==> src/rtl/phy_led_pkg.sv <==
// Package: shared indices and the active-high indicator bundle used
// between the function selector and the output register stage.
package phy_led_pkg;
    localparam int NUM_EVT = 3;
    localparam int EV_TX   = 0;
    localparam int EV_RX   = 1;
    localparam int EV_COL  = 2;

    // Indicator states, active high (1 = lamp should be lit).
    typedef struct packed {
        logic tx;
        logic rx;
        logic link;
        logic dpx;
        logic col;
    } led_on_t;
endpackage

==> src/rtl/led_pulse_stretch.sv <==
// Module: retriggerable pulse stretcher.
// Assumes evt is a strobe synchronous to clk. Every sampled strobe loads the
// counter with STRETCH_CYCLES; active is high while the count is nonzero.
module led_pulse_stretch #(
    parameter int STRETCH_CYCLES = 16
) (
    input  logic clk,
    input  logic rst_n,
    input  logic evt,
    output logic active
);
    localparam int CW = $clog2(STRETCH_CYCLES + 1);
    localparam logic [CW-1:0] LOAD = CW'(STRETCH_CYCLES);

    logic [CW-1:0] cnt_q;

    // Load on a strobe, otherwise count down to zero.
    always_ff @(posedge clk) begin
        if (!rst_n) begin
            cnt_q <= '0;
        end else if (evt) begin
            cnt_q <= LOAD;
        end else if (cnt_q != '0) begin
            cnt_q <= cnt_q - 1'b1;
        end
    end

    assign active = (cnt_q != '0);
endmodule

==> src/rtl/led_func_mux.sv <==
// Module: per-indicator function selection, purely combinational.
// Assumes stretched activity and levels are active high; output is active high.
module led_func_mux
    import phy_led_pkg::*;
(
    input  logic [NUM_EVT-1:0] stretched,
    input  logic               link_ok,
    input  logic               fdx,
    input  logic               pol_ok,
    input  logic               dscr_lock,
    input  logic               disc_det,
    input  logic               spd_100,
    input  logic               cfg_tx_disc,
    input  logic               cfg_pol10,
    input  logic               cfg_col_lock,
    output led_on_t            on
);
    // Choose the meaning of each indicator from speed and configuration.
    always_comb begin
        on.tx   = cfg_tx_disc ? disc_det : stretched[EV_TX];
        on.rx   = stretched[EV_RX];
        on.link = link_ok;
        if (spd_100) begin
            on.dpx = fdx;
        end else begin
            on.dpx = cfg_pol10 ? pol_ok : fdx;
        end
        on.col  = cfg_col_lock ? dscr_lock : stretched[EV_COL];
    end
endmodule

==> src/rtl/phy_led_drv.sv <==
// Module: top of the status indicator driver.
// Stretches the three event strobes, selects each indicator's function,
// and registers the inverted result for open-drain pad enables.
// Assumes all inputs are synchronous to clk.
module phy_led_drv
    import phy_led_pkg::*;
#(
    parameter int STRETCH_CYCLES = 16
) (
    input  logic clk,
    input  logic rst_n,
    input  logic tx_evt,
    input  logic rx_evt,
    input  logic col_evt,
    input  logic link_ok,
    input  logic fdx,
    input  logic pol_ok,
    input  logic dscr_lock,
    input  logic disc_det,
    input  logic spd_100,
    input  logic cfg_tx_disc,
    input  logic cfg_pol10,
    input  logic cfg_col_lock,
    output logic led_tx_n,
    output logic led_rx_n,
    output logic led_link_n,
    output logic led_dpx_n,
    output logic led_col_n
);
    logic [NUM_EVT-1:0] evt_vec;
    logic [NUM_EVT-1:0] stretched;
    led_on_t            on;
    led_on_t            out_n_q;

    assign evt_vec[EV_TX]  = tx_evt;
    assign evt_vec[EV_RX]  = rx_evt;
    assign evt_vec[EV_COL] = col_evt;

    // One stretcher per event strobe.
    for (genvar g = 0; g < NUM_EVT; g++) begin : g_str
        led_pulse_stretch #(
            .STRETCH_CYCLES(STRETCH_CYCLES)
        ) str_i (
            .clk   (clk),
            .rst_n (rst_n),
            .evt   (evt_vec[g]),
            .active(stretched[g])
        );
    end

    led_func_mux mux_i (
        .stretched   (stretched),
        .link_ok     (link_ok),
        .fdx         (fdx),
        .pol_ok      (pol_ok),
        .dscr_lock   (dscr_lock),
        .disc_det    (disc_det),
        .spd_100     (spd_100),
        .cfg_tx_disc (cfg_tx_disc),
        .cfg_pol10   (cfg_pol10),
        .cfg_col_lock(cfg_col_lock),
        .on          (on)
    );

    // Register inverted indicator states; reset forces all lamps off.
    always_ff @(posedge clk) begin
        if (!rst_n) begin
            out_n_q <= '1;
        end else begin
            out_n_q <= ~on;
        end
    end

    assign led_tx_n   = out_n_q.tx;
    assign led_rx_n   = out_n_q.rx;
    assign led_link_n = out_n_q.link;
    assign led_dpx_n  = out_n_q.dpx;
    assign led_col_n  = out_n_q.col;
endmodule

==> config.mk <==
export PLATFORM = sky130hd
export DESIGN_NAME = phy_led_drv
export DESIGN_NICKNAME = d
export VERILOG_FILES = /design/src/rtl/phy_led_pkg.sv /design/src/rtl/led_pulse_stretch.sv /design/src/rtl/led_func_mux.sv /design/src/rtl/phy_led_drv.sv
export SDC_FILE = /design/constraint.sdc
export NUM_CORES = 1
export LEC_CHECK = 0
export ABC_AREA = 1
export BUFFER_PORTS_ARGS = -buffer_cell sky130_fd_sc_hd__buf_2
export CAP_MARGIN = 5
export CORE_MARGIN = 1
export CORE_UTILIZATION = 50
export CTS_BUF_LIST = sky130_fd_sc_hd__clkbuf_8
export CTS_CLUSTER_SIZE = 24
export DETAILED_ROUTE_END_ITERATION = 6
export PLACE_DENSITY = 0.85
export SLEW_MARGIN = 20
export SYNTH_ARGS = -nofsm -noshare
export SYNTH_HDL_FRONTEND = slang
export SYNTH_SLANG_ARGS = --single-unit
export TNS_END_PERCENT = 10
==> constraint.sdc <==
create_clock -name clk -period 1.2 [get_ports clk]
set_input_delay 0.24 -clock clk [delete_from_list [all_inputs] [get_ports clk]]
set_output_delay 0.24 -clock clk [all_outputs]
set_load 0.02 [all_outputs]
# Word-level counts from Yosys, hierarchy flattened

Index checks and enable logic that the tools add are counted.

Logic and storage cells: 35
Input port bits: 14
Register bits after elaboration: 20

$add $sub $neg: 3
Bitwise gates (word level): 2
Multiplexer cells: 10
Reductions and logical operators: 9

Operators with widths:

| cell                                             | number |
|---|---|
| two-way mux 5 bit                                | 6 |
| nonzero test 5 bit                               | 3 |
| subtractor 5 x 1 -> 5 bit, second input constant | 3 |
| nonzero test 2 bit                               | 3 |
| OR reduction 2 bit                               | 3 |
| NOT 5 bit                                        | 1 |
| two-way mux 1 bit                                | 4 |
| NOT 1 bit                                        | 1 |

# Depth between registers and ports, before layout

Depth after elaboration: 3
Mapped depth: 6

# By module

Synthesis repeated with hierarchy kept, for this count alone.

Cell total of the unflattened synthesis: 128
Area, all modules: 933.4 sq um

By module, submodules not included:

| module            | area each (sq um) | times used | cells each |
|---|---|---|---|
| led_pulse_stretch | 247.7             | 3          | 34 |
| phy_led_drv       | 118.9             | 1          | 10 |
| led_func_mux      | 71.3              | 1          | 16 |

# Worst setup path after synthesis

OpenSTA, ideal clock, no wires.

Path kind: register -> register
Start: register g_str[2].str_i.cnt_q[0]
End: register g_str[2].str_i.cnt_q[0]
Arrival time: 0.876 ns
Slack: 0.211 ns
Cell stages (with the launch flop): 7
Path buffers: 0
Library setup time: 0.113 ns
Cells stage by stage: dfxtp_1 > inv_1 > ha_1 > nand3_4 > nand2_1 > nand2_1 > nor2_1

Cells in the longest elaborated chain, start to end: 1
Elaborated cells on any way between the ends: 2

RTL lines:

| what                                                            | RTL line                                         | source |
|---|---|---|
| from (decl)                                                     | led_pulse_stretch.sv:15                          | `logic [CW-1:0] cnt_q;` |
| from (signal assigned)                                          | led_pulse_stretch.sv:24                          | `cnt_q <= cnt_q - 1'b1;` |
| subtractor 5 x 1 -> 5 bit or nonzero test 5 bit (tied branches) | led_pulse_stretch.sv:24, led_pulse_stretch.sv:23 |  |

Several ways; a longest one is shown, not always the timed one.
A chain may end at the register's enable or synchronous reset.

# Worst setup path in the final report

Start: register g_str[0].str_i.cnt_q[0]
End: register g_str[0].str_i.cnt_q[0]

Cells in the longest elaborated chain, start to end: 1
Elaborated cells on any way between the ends: 2

RTL lines:

| what                                                            | RTL line |
|---|---|
| from (decl)                                                     | led_pulse_stretch.sv:15 |
| from (signal assigned)                                          | led_pulse_stretch.sv:24 |
| subtractor 5 x 1 -> 5 bit or nonzero test 5 bit (tied branches) | led_pulse_stretch.sv:24, led_pulse_stretch.sv:23 |

Several ways; a longest one is shown, not always the timed one.

==> flow_summary.yaml <==
global_route:
  grt_max_degree: 11
  grt_pass1_wl_mm: 2.75
  grt_pass1_vias: 723
  antenna_found_initial: 0
  grt_usage_pct: 19.0
  grt-ovfl-total: 0
sta:
  fin_skew_ps: 2.14
  slew_headroom_pct: 85.8
  drv_slew: 0
  setup_slack_ps: 103
  fin_tns_setup_ps: 0
  hold_viol_final: 0
  final.min_clock_period_ps: 1100
  layout_worst_path_cycle_share_pct: 91.4
  hold_slack_ps: 158
  rsz0062_at_grt: "false"
  finalSetupViolations: 0
  fmax_mhz: 912
  tightestPinTransition_ps: 213
route:
  met1_length_um: 635
  wl_met2_um: 920
  vias: 753
  drtIter0Drc: 8
  route.detailed.drc: 0
  wl_met3_um: 25
  wl_per_cell_um: 9.69
  ant_nets: 0
  vias_per_cell: 4.56
  drtPass1Iterations: 4
  finalWirelength_mm: 1.60
  highest_layer: "met4"
critical_path:
  r2r-end: "g_str[0].str_i.cnt_q[0]"
  slowest_delay_ps: 360
  cp.arrival_ps: 1250
  r2r_setup_slack_ps: 100
  path_max_fanout: 6
  slowest_stage: "dfxtp_1"
  endpoint_kind: "flip-flop"
  cp-start-kind: "flip-flop"
  cp_top_family: "flip-flops"
  rr_worst_depth: 6
  path_buf_inv: 1
  worstPathCellList: "inv_1 > ha_1 > nand3_4 > nand2_1 > nand2_1 > nor2_1"
  r2r-start: "g_str[0].str_i.cnt_q[0]"
  crit_type: "reg -> reg"
  crit_top_cell: "nand2_1"
  required_ps: 1350
place:
  numPortBuffers: 18
  dp_cells: 162
  gp_congestion: 0.717
  dp_hpwl_mm: 1.29
  post_dp_cell_area_um2: 1030
  place_ws_ps: 107
cells_and_area:
  syn_to_final_growth_pct: 17.9
  layout.nets: 159
  final_cell_mix: "23 x nor2_1, 23 x nand2_1, 20 x inv_1, 20 x dfxtp_1, 18 x buf_2"
  diodes: 0
  finalNonFillerCells: 165
  drive_gt1_share_pct: 25.0
  fin_area_um2: 1070
logic_synthesis:
  yosys.area.top_type: "dfxtp_1"
  synth_cells: 119
  ys_ff_latch: 20
  syn_nets: 136
  netlist_area_um2: 910
  synth_top_area_share_pct: 44.0
  ys_seq_area_share_pct: 44.0
  ys_types: 18
  avgSynthCellArea_um2: 7.64
  synth.area.top_cells: "dfxtp_1 44%, nand2_1 9.5%, nor2_1 9.5%, inv_1 8.3%, ha_1 4.1%"
  yosys_warnings: 0
clocking:
  cts.clk_slew.worst_paths_ps: 70
  cts_setup_buffers: 0
  max-clock-path-buffers: 2
  post_cts_resize_count: 0
  cts_hold_buf: 0
  cts_inserted_buffers: 3
  clkLatencyLatePin_ps: 250
  clkSinkCount: 20
  cts_tree: "built"
  h-tree-depth: 1
  cts_root_buffer: "clkbuf_8"
floorplan:
  core_area_um2: 1710
  start_util_pct: 53.3
  row_count: 15
  design.die.area_um2: 1990
  die_w_um: 44.7
  die_h_um: 44.7
  ios: 19
power:
  p_per_area_nw_per_um2: 1530
  ir_worst_vdd_mv: 0.873
  p_leak_nw: 0.512
hold_path:
  min_to: "led_link_n"
  hold_path_class: "in -> reg"
  hp-start: "link_ok"
  whs_path_depth: 2
run_status:
  status: "completed"
job:
  max_cap_viol_count: 0
through the flow:
step / utilization [%] / power, mW
global route: 62.8 / 1.75
finish: 62.8 / 1.64
detailed placement: 60.4 / 1.24
CTS: 62.8 / 1.65
global placement: 60.4 / 1.21
floorplan: - / 1.13
how the worst max path moves through the flow:
stage                                 start                 endpoint  slack [ps]  depth (start not counted)
finish              g_str[0].str_i.cnt_q[0]  g_str[0].str_i.cnt_q[0]         100                          6
global route        g_str[0].str_i.cnt_q[0]  g_str[0].str_i.cnt_q[0]           9                          6
CTS                 g_str[0].str_i.cnt_q[0]  g_str[0].str_i.cnt_q[0]         100                          6
detailed placement  g_str[0].str_i.cnt_q[0]  g_str[0].str_i.cnt_q[0]         110                          6
global placement    g_str[0].str_i.cnt_q[0]  g_str[0].str_i.cnt_q[1]         150                          6
floorplan           g_str[2].str_i.cnt_q[0]  g_str[2].str_i.cnt_q[0]         210                          6
synth_stat cells:
| library cell | instances |
|---|---|
| a21oi_1 | 3 |
| a21oi_2 | 2 |
| dfxtp_1 | 20 |
| ha_1 | 3 |
| inv_1 | 20 |
| inv_2 | 1 |
| nand2_1 | 23 |
| nand2_2 | 2 |
| nand3_1 | 4 |
| nand3_2 | 1 |
| nand3_4 | 2 |
| nand4_1 | 3 |
| nor2_1 | 23 |
| nor2_2 | 4 |
| nor2_4 | 2 |
| o211ai_1 | 1 |
| o21ai_0 | 2 |
| xnor2_1 | 3 |
per-layer routing:
layer	vias up	GRT usage, %
li1	405	-
met1	335	19.8
met2	11	35.3
met3	2	2.45
met4	0	12.1
met5	-	0
cells by family after synthesis:
kind of cell / count (synthesis) / share of synthesized area [%]
fa+ha+maj: 3 / 4.13
compound gates: 8 / 5.50
buf+inv: 21 / 8.67
simple gates: 64 / 34.8
flops: 20 / 44.0
xor+xnor: 3 / 2.89
power by group:
| part | switching, mW | internal [mW] |
|---|---|---|
| sequential | 0.0426 | 0.735 |
| clock | 0.195 | 0.223 |
| combinational | 0.266 | 0.177 |
| total | 0.503 | 1.13 |
final cells by class:
cell class,count,area (µm²)
Sequential cell,20,400
Tap cell,25,31.3
Fill cell,148,636
Clock buffer,3,41.3
Inverter,21,78.8
Timing Repair Buffer,18,90.1
Multi-Input combinational cell,78,430
state kept, by name (all words and copies together), names as in the netlist:
name               cells
led_dpx_n              1
led_col_n              1
led_link_n             1
g_str.str_i.cnt_q     15
led_rx_n               1
led_tx_n               1
worst register-to-register path, stage by stage, from the launching register on:
cell and delay, ps:
dfxtp_1 360, inv_1 90, ha_1 270, nand3_4 140, nand2_1 60, nand2_1 50, nor2_1 40
No activity file was read; power rests on OpenSTA's default activity.
